--- config.mk ---
export PLATFORM = sky130hd
export DESIGN_NAME = rob_top
export DESIGN_NICKNAME = d
export VERILOG_FILES = /design/src/rtl/rob_pkg.sv /design/src/rtl/rob_ptr_ctrl.sv /design/src/rtl/rob_entry_array.sv /design/src/rtl/rob_retire_ctrl.sv /design/src/rtl/rob_top.sv
export SDC_FILE = /design/constraint.sdc
export NUM_CORES = 1
export LEC_CHECK = 0
export CAP_MARGIN = 20
export CORE_MARGIN = 5
export CORE_UTILIZATION = 55
export CTS_CLUSTER_SIZE = 12
export DETAILED_ROUTE_END_ITERATION = 16
export DONT_BUFFER_PORTS = 1
export HOLD_SLACK_MARGIN = 0.05
export PLACE_DENSITY = 0.79
export RECOVER_POWER = 100
export SYNTH_ARGS = -nofsm -noshare
export SYNTH_HDL_FRONTEND = slang
export SYNTH_SLANG_ARGS = --single-unit
--- constraint.sdc ---
create_clock -name clk -period 3.4 [get_ports clk]
set_input_delay 0.17 -clock clk [delete_from_list [all_inputs] [get_ports clk]]
set_output_delay 0.17 -clock clk [all_outputs]
set_load 0.02 [all_outputs]
--- src/rtl/rob_pkg.sv ---
package rob_pkg;
  typedef enum logic [1:0] {
    KIND_REG    = 2'd0,
    KIND_STORE  = 2'd1,
    KIND_BRANCH = 2'd2,
    KIND_RSVD   = 2'd3
  } rob_kind_e;

  // per-slot control bits; wide payload lives in separate arrays
  typedef struct packed {
    logic      busy;
    logic      done;
    rob_kind_e kind;
    logic      mispred;
  } rob_ctl_t;
endpackage

--- src/rtl/rob_ptr_ctrl.sv ---
module rob_ptr_ctrl #(
  parameter int DEPTH = 16,
  parameter int TAG_W = 4
) (
  input  logic             clk,
  input  logic             rst_n,
  input  logic             alloc_fire,
  input  logic             retire_fire,
  input  logic             flush,
  output logic [TAG_W-1:0] head,
  output logic [TAG_W-1:0] tail,
  output logic [TAG_W:0]   count,
  output logic             full
);
  localparam int CNT_W = TAG_W + 1;

  logic [TAG_W-1:0] head_q, tail_q;
  logic [CNT_W-1:0] count_q;

  function automatic logic [TAG_W-1:0] bump(input logic [TAG_W-1:0] p);
    return (p == TAG_W'(DEPTH - 1)) ? '0 : p + 1'b1;
  endfunction

  always_ff @(posedge clk) begin
    if (!rst_n || flush) begin
      head_q  <= '0;
      tail_q  <= '0;
      count_q <= '0;
    end else begin
      if (alloc_fire)  tail_q <= bump(tail_q);
      if (retire_fire) head_q <= bump(head_q);
      count_q <= count_q + CNT_W'(alloc_fire) - CNT_W'(retire_fire);
    end
  end

  assign head  = head_q;
  assign tail  = tail_q;
  assign count = count_q;
  assign full  = (count_q == CNT_W'(DEPTH));
endmodule

--- src/rtl/rob_entry_array.sv ---
module rob_entry_array
  import rob_pkg::*;
#(
  parameter int DEPTH  = 16,
  parameter int TAG_W  = 4,
  parameter int DATA_W = 32,
  parameter int DEST_W = 16,
  parameter int PC_W   = 32
) (
  input  logic              clk,
  input  logic              rst_n,
  input  logic              flush,
  input  logic              alloc_fire,
  input  logic [TAG_W-1:0]  tail,
  input  rob_kind_e         alloc_kind,
  input  logic [DEST_W-1:0] alloc_dest,
  input  logic              cdb_valid,
  input  logic [TAG_W-1:0]  cdb_tag,
  input  logic [DATA_W-1:0] cdb_value,
  input  logic              cdb_mispredict,
  input  logic [PC_W-1:0]   cdb_target,
  input  logic              retire_fire,
  input  logic [TAG_W-1:0]  head,
  output rob_ctl_t          head_ctl,
  output logic [DEST_W-1:0] head_dest,
  output logic [DATA_W-1:0] head_value,
  output logic [PC_W-1:0]   head_target
);
  rob_ctl_t          ctl_q    [DEPTH];
  logic [DEST_W-1:0] dest_q   [DEPTH];
  logic [DATA_W-1:0] value_q  [DEPTH];
  logic [PC_W-1:0]   target_q [DEPTH];
  logic [DEPTH-1:0]  hit;

  // a broadcast lands only in an occupied slot still waiting for its result
  for (genvar g = 0; g < DEPTH; g++) begin : g_match
    assign hit[g] = cdb_valid && (cdb_tag == TAG_W'(g)) &&
                    ctl_q[g].busy && !ctl_q[g].done;
  end

  always_ff @(posedge clk) begin
    if (!rst_n) begin
      for (int i = 0; i < DEPTH; i++) ctl_q[i] <= '0;
    end else if (flush) begin
      for (int i = 0; i < DEPTH; i++) begin
        ctl_q[i].busy <= 1'b0;
        ctl_q[i].done <= 1'b0;
      end
    end else begin
      for (int i = 0; i < DEPTH; i++) begin
        if (retire_fire && head == TAG_W'(i)) begin
          ctl_q[i].busy <= 1'b0;
          ctl_q[i].done <= 1'b0;
        end
        if (alloc_fire && tail == TAG_W'(i)) begin
          ctl_q[i] <= '{busy: 1'b1, done: 1'b0, kind: alloc_kind, mispred: 1'b0};
        end
        if (hit[i]) begin
          ctl_q[i].done    <= 1'b1;
          ctl_q[i].mispred <= cdb_mispredict;
        end
      end
    end
  end

  always_ff @(posedge clk) begin
    for (int i = 0; i < DEPTH; i++) begin
      if (alloc_fire && tail == TAG_W'(i)) dest_q[i] <= alloc_dest;
      if (hit[i]) begin
        value_q[i]  <= cdb_value;
        target_q[i] <= cdb_target;
      end
    end
  end

  assign head_ctl    = ctl_q[head];
  assign head_dest   = dest_q[head];
  assign head_value  = value_q[head];
  assign head_target = target_q[head];
endmodule

--- src/rtl/rob_retire_ctrl.sv ---
module rob_retire_ctrl
  import rob_pkg::*;
#(
  parameter int DATA_W = 32,
  parameter int DEST_W = 16,
  parameter int PC_W   = 32
) (
  input  rob_ctl_t          head_ctl,
  input  logic [DEST_W-1:0] head_dest,
  input  logic [DATA_W-1:0] head_value,
  input  logic [PC_W-1:0]   head_target,
  input  logic              st_ready,
  output logic              rf_we,
  output logic [DEST_W-1:0] rf_idx,
  output logic [DATA_W-1:0] rf_data,
  output logic              st_valid,
  output logic [DEST_W-1:0] st_addr,
  output logic [DATA_W-1:0] st_data,
  output logic              flush,
  output logic [PC_W-1:0]   redirect_pc,
  output logic              retire_fire
);
  logic live, is_br_ok;

  always_comb begin
    live        = head_ctl.busy && head_ctl.done;
    rf_we       = live && (head_ctl.kind == KIND_REG);
    st_valid    = live && (head_ctl.kind == KIND_STORE);
    is_br_ok    = live && (head_ctl.kind == KIND_BRANCH) && !head_ctl.mispred;
    flush       = live && (head_ctl.kind == KIND_BRANCH) && head_ctl.mispred;
    retire_fire = rf_we || (st_valid && st_ready) || is_br_ok;
    rf_idx      = head_dest;
    rf_data     = head_value;
    st_addr     = head_dest;
    st_data     = head_value;
    redirect_pc = head_target;
  end
endmodule

--- src/rtl/rob_top.sv ---
module rob_top
  import rob_pkg::*;
#(
  parameter  int DEPTH  = 16,
  parameter  int DATA_W = 32,
  parameter  int DEST_W = 16,
  parameter  int PC_W   = 32,
  localparam int TAG_W  = $clog2(DEPTH)
) (
  input  logic              clk,
  input  logic              rst_n,
  input  logic              alloc_valid,
  output logic              alloc_ready,
  input  logic [1:0]        alloc_kind,
  input  logic [DEST_W-1:0] alloc_dest,
  output logic [TAG_W-1:0]  alloc_tag,
  input  logic              cdb_valid,
  input  logic [TAG_W-1:0]  cdb_tag,
  input  logic [DATA_W-1:0] cdb_value,
  input  logic              cdb_mispredict,
  input  logic [PC_W-1:0]   cdb_target,
  output logic              rf_we,
  output logic [DEST_W-1:0] rf_idx,
  output logic [DATA_W-1:0] rf_data,
  output logic              st_valid,
  input  logic              st_ready,
  output logic [DEST_W-1:0] st_addr,
  output logic [DATA_W-1:0] st_data,
  output logic              flush,
  output logic [PC_W-1:0]   redirect_pc
);
  logic [TAG_W-1:0]  head, tail;
  logic [TAG_W:0]    count;
  logic              full, alloc_fire, retire_fire;
  rob_ctl_t          head_ctl;
  logic [DEST_W-1:0] head_dest;
  logic [DATA_W-1:0] head_value;
  logic [PC_W-1:0]   head_target;

  assign alloc_ready = !full && !flush;
  assign alloc_fire  = alloc_valid && alloc_ready;
  assign alloc_tag   = tail;

  rob_ptr_ctrl #(.DEPTH(DEPTH), .TAG_W(TAG_W)) u_ptrs (
    .clk         (clk),
    .rst_n       (rst_n),
    .alloc_fire  (alloc_fire),
    .retire_fire (retire_fire),
    .flush       (flush),
    .head        (head),
    .tail        (tail),
    .count       (count),
    .full        (full)
  );

  rob_entry_array #(
    .DEPTH(DEPTH), .TAG_W(TAG_W), .DATA_W(DATA_W), .DEST_W(DEST_W), .PC_W(PC_W)
  ) u_slots (
    .clk            (clk),
    .rst_n          (rst_n),
    .flush          (flush),
    .alloc_fire     (alloc_fire),
    .tail           (tail),
    .alloc_kind     (rob_kind_e'(alloc_kind)),
    .alloc_dest     (alloc_dest),
    .cdb_valid      (cdb_valid),
    .cdb_tag        (cdb_tag),
    .cdb_value      (cdb_value),
    .cdb_mispredict (cdb_mispredict),
    .cdb_target     (cdb_target),
    .retire_fire    (retire_fire),
    .head           (head),
    .head_ctl       (head_ctl),
    .head_dest      (head_dest),
    .head_value     (head_value),
    .head_target    (head_target)
  );

  rob_retire_ctrl #(.DATA_W(DATA_W), .DEST_W(DEST_W), .PC_W(PC_W)) u_retire (
    .head_ctl    (head_ctl),
    .head_dest   (head_dest),
    .head_value  (head_value),
    .head_target (head_target),
    .st_ready    (st_ready),
    .rf_we       (rf_we),
    .rf_idx      (rf_idx),
    .rf_data     (rf_data),
    .st_valid    (st_valid),
    .st_addr     (st_addr),
    .st_data     (st_data),
    .flush       (flush),
    .redirect_pc (redirect_pc),
    .retire_fire (retire_fire)
  );
endmodule

==> results.yml, run 1 <==
critical_path:
  cp_max_fo: 23
  crit_family: "buffers and inverters"
  crit_path_start: "cdb_tag[2]"
  crit_end: "u_slots.target_q[3][13]"
  r2r_setup_slack_ps: 100
  crit_buf_inv: 4
  slowest_stage: "inv_1"
  crit_chain: "dlygate4sd3_1 > nor3b_1 > nand4b_1 > clkbuf_1 > inv_1 > buf_2"
  startpoint_type: "primary input"
  reg2reg_from: "u_slots.ctl_q[8][3]"
  cp.depth: 6
  reg2reg_to: "u_slots.target_q[8][23]"
  critical_path_class: "in -> reg"
  worstRegToRegCells: 3
  endpoint_kind: "flop"
  cp_data_required_time_ps: 3770
  slowest_delay_ps: 1140
  cp.arrival_ps: 3770
power:
  p_int_mw: 28.3
  power_frac_comb_pct: 8.2
  switching_share_pct: 22.5
  pwr_density_cell_nw_per_um2: 596
  power_mw: 36.5
  switching_power_mw: 8.22
  ir_worst_vdd_mv: 0.565
  clkPwrFrac_pct: 39.7
  power_frac_seq_pct: 52.1
  power_leakage_nw: 18.9
outcome:
  status: "finished, violations left"
  violations: "max-capacitance violations, max-slew violations"
clock_tree:
  cts_inserted_buffers: 142
  cts_tree: "built"
  clockRootBuffer: "clkbuf_16"
  clockBufferDepth: 3
  path_clk_slew_ps: 60
  clk_latency_ps: 770
  cts.sinks: 1377
  htree_num_levels: 4
final_layout:
  final_util_pct: 63.1
  postLayoutCellArea_um2: 61200
  nets: 2657
  drive_gt1_share_pct: 28.8
  syn2layout_area_growth_pct: 13.6
synth:
  syn-cell-area_um2: 53900
  yosys-top-cells-area: "edfxtp_1 76%, mux4_2 17%, buf_4 0.71%, dfxtp_1 0.63%, nor2_1 0.52%"
  syn_nets: 2464
  synth_cell_type_count: 66
  synthCells: 2358
  synth_commonest_cells: "1360 x edfxtp_1, 411 x mux4_2, 75 x nor2_1, 61 x clkbuf_1, 56 x nand2_1"
  yosysSeqAreaShare_pct: 76.4
  synth-seq-cells: 1377
  synth_edf_count: 1360
  postSynthAreaPerCell_um2: 22.8
  yosys_warnings: 0
  synth_ff_type: "edfxtp_1"
  yosysMostFrequentCell: "edfxtp_1"
  yosys.area.top_type: "edfxtp_1"
  synth.top_cell.area_share_pct: 75.8
  synthArstFlopShare_pct: 0
drt:
  viasPerCell: 6.70
  postRouteAntennaNets: 0
  wirelength_um: 135000
  drt_pass1_iterations: 5
  drc: 0
  wl_per_cell_um: 34.5
  drt_iter0_drc: 3325
  num_vias: 26267
global_routing:
  grt_max_degree: 121
  first_global_vias: 27329
  grt.overflow.total: 0
  grt_pass1_wl_um: 191000
  antenna_found_initial: 13
  track_usage_pct: 25.6
placed_design:
  dpl_cell_area_um2: 55800
  hpwl_um: 67400
  portBuffers: 0
  gp_congestion: 0.903
floorplanning:
  initial_core_util_pct: 55.5
  die_x_um: 323
  core_area_um2: 97000
  die_y_um: 323
  ios: 228
  die_area_um2: 104000
  rows: 114
timing:
  finalHoldViolCount: 0
  slew_violations: 304
  holdWs_ps: 38.3
  finalCritPeriodShare_pct: 100
  fin_crit_ps: 3400
  finalSetupViolCount: 0
  tightestPinTransition_ps: 2160
  finClkSkew_ps: 43.9
  maxSlewHeadroom_pct: -43.9
  fmax_ghz: 0.294
flow_run:
  maxCapViolCount: 11
hold_path:
  hp-class: "in -> reg"
==> layout by cell type, fill, tap and decap left out, types with 23 or more instances in the layout <==
master         synthesis  routed
and3_1                23      23
nor2_1                75      75
edfxtp_1            1360    1360
dlygate4sd3_1          0      92
nand2_1               56      55
mux4_2               411     411
inv_1                 45      36
buf_4                 51      53
clkbuf_1              61      45
clkbuf_16              0     149
==> per-stage QoR <==
step / setup WS (ps) / cells / TNS [ps]
floorplan: 112 / 2358 / 0
global placement: 65.2 / 3572 / 0
detailed placement: -14.8 / 3572 / -29.6
CTS: -37.0 / 3895 / -886
global route: -41.4 / 3912 / -82.8
finish: 0.144 / 3918 / 0
==> worst register-to-register path: stages, from the launching register on <==
cell	delay, ps
edfxtp_1	380
nand4b_1	390
inv_1	1650
clkbuf_2	540
==> registers in the layout, indices dropped and copies added (netlist names), named ones only <==
| name | count |
|---|---|
| u_slots.target_q | 512 |
| u_slots.dest_q | 256 |
| u_ptrs.tail | 4 |
| u_ptrs.head | 4 |
| u_slots.ctl_q | 80 |
| u_ptrs.count | 5 |
| u_slots.value_q | 512 |
==> per-layer routing <==
metal / vias to the layer above / routed length (µm) / track usage (%) / share of wire, %
li1: 10330 / - / - / -
met1: 13906 / 46400 / 33.0 / 34
met2: 1766 / 70500 / 44.0 / 52
met3: 261 / 14200 / 6.24 / 11
met4: 4 / 3920 / 7.59 / 2.9
met5: - / 27 / 0 / 0.020
==> cells by family after synthesis <==
logic type / count (synthesis) / share of synthesized area [%]
DFF: 1377 / 76.4
and+or+nand+nor: 251 / 2.53
adders and majority gates: 14 / 0.339
AOI/OAI and AO/OA: 80 / 1.26
buffers and inverters: 214 / 1.96
xor gates and xnor gates: 5 / 0.0813
muxes: 417 / 17.4
==> final cells by class <==
| type | count | area [µm²] |
|---|---|---|
| sequential | 1377 | 41200 |
| inverter | 47 | 196 |
| clock inverter | 38 | 363 |
| clock buffer | 183 | 3790 |
| timing repair buffer | 216 | 2260 |
| tap | 1276 | 1600 |
| fill | 6160 | 35800 |
| multi-input combinational | 767 | 11700 |
| antenna | 14 | 35.0 |
==> worst min-delay path by stage <==
| stage | from | endpoint | slack, ps | cells past startpoint |
|---|---|---|---|---|
| after floorplan | alloc_dest[0] | u_slots.dest_q[0][0] | 270 | 0 |
| after global placement | cdb_target[25] | u_slots.target_q[9][25] | 270 | 0 |
| after detailed placement | cdb_value[18] | u_slots.value_q[8][18] | 270 | 0 |
| after CTS | cdb_tag[3] | u_slots.ctl_q[15][3] | 50 | 3 |
| after global routing | cdb_tag[3] | u_slots.ctl_q[15][3] | 30 | 3 |
| final | cdb_tag[3] | u_slots.ctl_q[15][3] | 40 | 3 |
==> power groups by stage <==
stage / clock, mW / combinational [mW] / sequential [mW]
after global routing: 15.5 / 3.20 / 19.0
after global placement: 0 / 2.45 / 19.3
final: 14.5 / 3.00 / 19.0
after CTS: 14.5 / 2.92 / 19.0
after floorplan: 0 / 2.08 / 19.3
after detailed placement: 0 / 2.48 / 19.4
==> timing repair <==
action | in CTS | in global routing
endpoints found under the hold margin | 1444 | 0
hold buffers | 93 | 0
gates resized for setup | 29 | 17
pin swaps | 1 | 1
cloned | 5 | 3
buffers inserted | 4 | 6
setup endpoints to repair | 119 | 164
Note: power is estimated with default switching activity, not from simulation.
==> run 2: changes to the inputs <==
Settings changed: BUFFER_PORTS_ARGS set to -buffer_cell sky130_fd_sc_hd__buf_2, DONT_BUFFER_PORTS 1 to not set, PLACE_DENSITY 0.79 to 0.81, REMOVE_ABC_BUFFERS set to 1, SLEW_MARGIN set to 25.
==> run 2 against run 1 <==
The run ends with max-capacitance violations, max-slew violations, negative setup slack left; sequential share of layout area is 1.1 points lower; non-clock buffer count is 241 higher; die area stayed put; register-to-register slack worse by 100 ps; power hardly changed; final area is 1.7% higher; clock-buffer cell count is 6 lower; highest routed layer is now met4.
==> results.yml, run 2 (synthesis results as in run 1) <==
outcome:
  status: "finished, violations left"
  violations: "max-capacitance violations, max-slew violations, negative setup slack"
final_layout:
  nets: 2895
  stdcell_count: 4140
  drive_gt1_share_pct: 31.9
  syn2layout_area_growth_pct: 15.5
  biggestRegsByFlops: "u_slots.target_q: 512 flops, u_slots.value_q: 512 flops, u_slots.dest_q: 256 flops"
  mostFrequentLayoutCells: "1360 x edfxtp_1, 413 x mux4_2, 145 x buf_2"
  final_util_pct: 64.2
  layout_commonest_cell: "edfxtp_1"
power:
  power_mw: 36.5
  power_leakage_nw: 19.6
  switching_power_mw: 8.31
  p_int_mw: 28.2
  clkPwrFrac_pct: 38.6
  power_frac_seq_pct: 52.1
  ir_worst_vdd_mv: 0.452
  power_frac_comb_pct: 9.3
  switching_share_pct: 22.8
  pwr_density_cell_nw_per_um2: 586
placed_design:
  place_inst: 3807
  gp_congestion: 0.931
  portBuffers: 227
  hpwl_um: 69700
timing:
  finalWorstSetupSlack_ps: -4.39
  finalCritPeriodShare_pct: 100
  tightestPinTransition_ps: 2070
  fmax_ghz: 0.294
  fin_tns_setup_ps: -8.80
  finClkSkew_ps: 57.7
  finalSetupViolCount: 3
  maxSlewHeadroom_pct: -38.1
  slew_violations: 345
  fin_crit_ps: 3400
  finalHoldViolCount: 0
  rsz0062_at_grt: "true"
flow_run:
  maxCapViolCount: 13
critical_path:
  endpoint_kind: "flop"
  critical_path_class: "reg -> reg"
  crit_path_start: "u_slots.ctl_q[10][4]"
  cp_max_fo: 30
  crit_end: "u_slots.value_q[10][8]"
  worstRegToRegCells: 4
  cp_data_required_time_ps: 3740
  r2r_setup_slack_ps: -4
  startpoint_type: "flop"
  cp.arrival_ps: 3740
  reg2reg_from: "u_slots.ctl_q[10][4]"
  reg2reg_to: "u_slots.value_q[10][8]"
clock_tree:
  clk_latency_ps: 750
  cts_inserted_buffers: 139
  clockRootBuffer: "clkbuf_16"
  cts.sinks: 1377
  clockBufferDepth: 3
  htree_num_levels: 4
  path_clk_slew_ps: 70
  cts_tree: "built"
hold_path:
  hp-class: "in -> reg"
drt:
  drt_pass1_iterations: 6
  wl_per_cell_um: 33.1
  drt_iter0_drc: 3847
  postRouteAntennaNets: 0
  wirelength_um: 137000
  viasPerCell: 6.64
  num_vias: 27483
  drc: 0
global_routing:
  grt_max_degree: 141
  grt_pass1_wl_um: 197000
  first_global_vias: 28370
  grt.overflow.total: 0
  track_usage_pct: 26.3
  antenna_found_initial: 6
floorplanning:
  core_area_um2: 97000
  rows: 114
  ios: 228
  die_y_um: 323
  die_x_um: 323
  die_area_um2: 104000
  initial_core_util_pct: 55.5
## run 2: changes by cell type in the layout (fill, tap and decap cells not counted), sizes merged
cell | previous run | this run
dlygate4sd3 | 92 | 86
clkinv | 25 | 26
inv | 50 | 44
clkbuf | 220 | 297
bufinv | 3 | 2
clkinvlp | 7 | 9
buf | 85 | 249
diode | 14 | 5
## run 2: power by group through the flow
stage	sequential [mW]	clock, mW	combinational, mW
floorplan	19.6	0	2.35
global placement	19.3	0	2.87
detailed placement	19.3	0	2.96
CTS	19.0	14.2	3.34
global route	19.0	15.1	3.60
finish	19.0	14.1	3.40
## run 2: worst max-delay path, cell delays in order (launching register included)
cell	delay, ps
edfxtp_1	430
nand2b_1	110
or3_1	320
clkinvlp_2	1220
clkbuf_4	870
## run 2: cell type report
cell class | count | area, µm²
well taps | 1276 | 1600
flip-flops and latches | 1377 | 41200
clock buffers | 177 | 3640
fillers | 6079 | 34800
diodes | 5 | 12.5
multi-input cells | 767 | 11700
repair buffers | 457 | 3430
inverters | 47 | 200
clock inverters | 34 | 419
## run 2: timing repair
item	CTS	global route
gates resized for setup	40	19
endpoints found under the hold margin	1318	0
setup buffers	12	11
endpoints found under the setup margin	119	245
cloned	8	1
hold buffers	86	0
pin swaps	3	10
## run 2: how the worst min path moves through the flow
stage	start	end	slack [ps]	depth (start not counted)
finish	cdb_tag[3]	u_slots.ctl_q[7][3]	80	4
global route	cdb_tag[3]	u_slots.ctl_q[4][3]	110	4
CTS	cdb_tag[1]	u_slots.ctl_q[11][3]	50	4
detailed placement	u_ptrs.tail[1]	u_ptrs.tail[1]	550	2
global placement	alloc_dest[11]	u_slots.dest_q[1][11]	520	1
floorplan	alloc_dest[0]	u_slots.dest_q[0][0]	270	0
## run 2: metrics by stage
stage | area [µm²] | setup WS, ps | hold WS (ps)
after detailed placement | 57100 | 58.8 | 547
final | 62200 | -4.39 | 84.1
after floorplan | 53000 | -14450 | 269
after global placement | 57100 | 30.9 | 516
after global routing | 62200 | -60.5 | 115
after CTS | 62500 | -0.103 | 50.3
## run 2: routing by layer
layer	part of all wire (%)	GRT usage, %	up-vias
met5	0	0	-
met4	3.3	8.48	0
met2	52	45.5	2034
met1	34	34.0	14390
met3	10	5.42	289
li1	-	-	10770
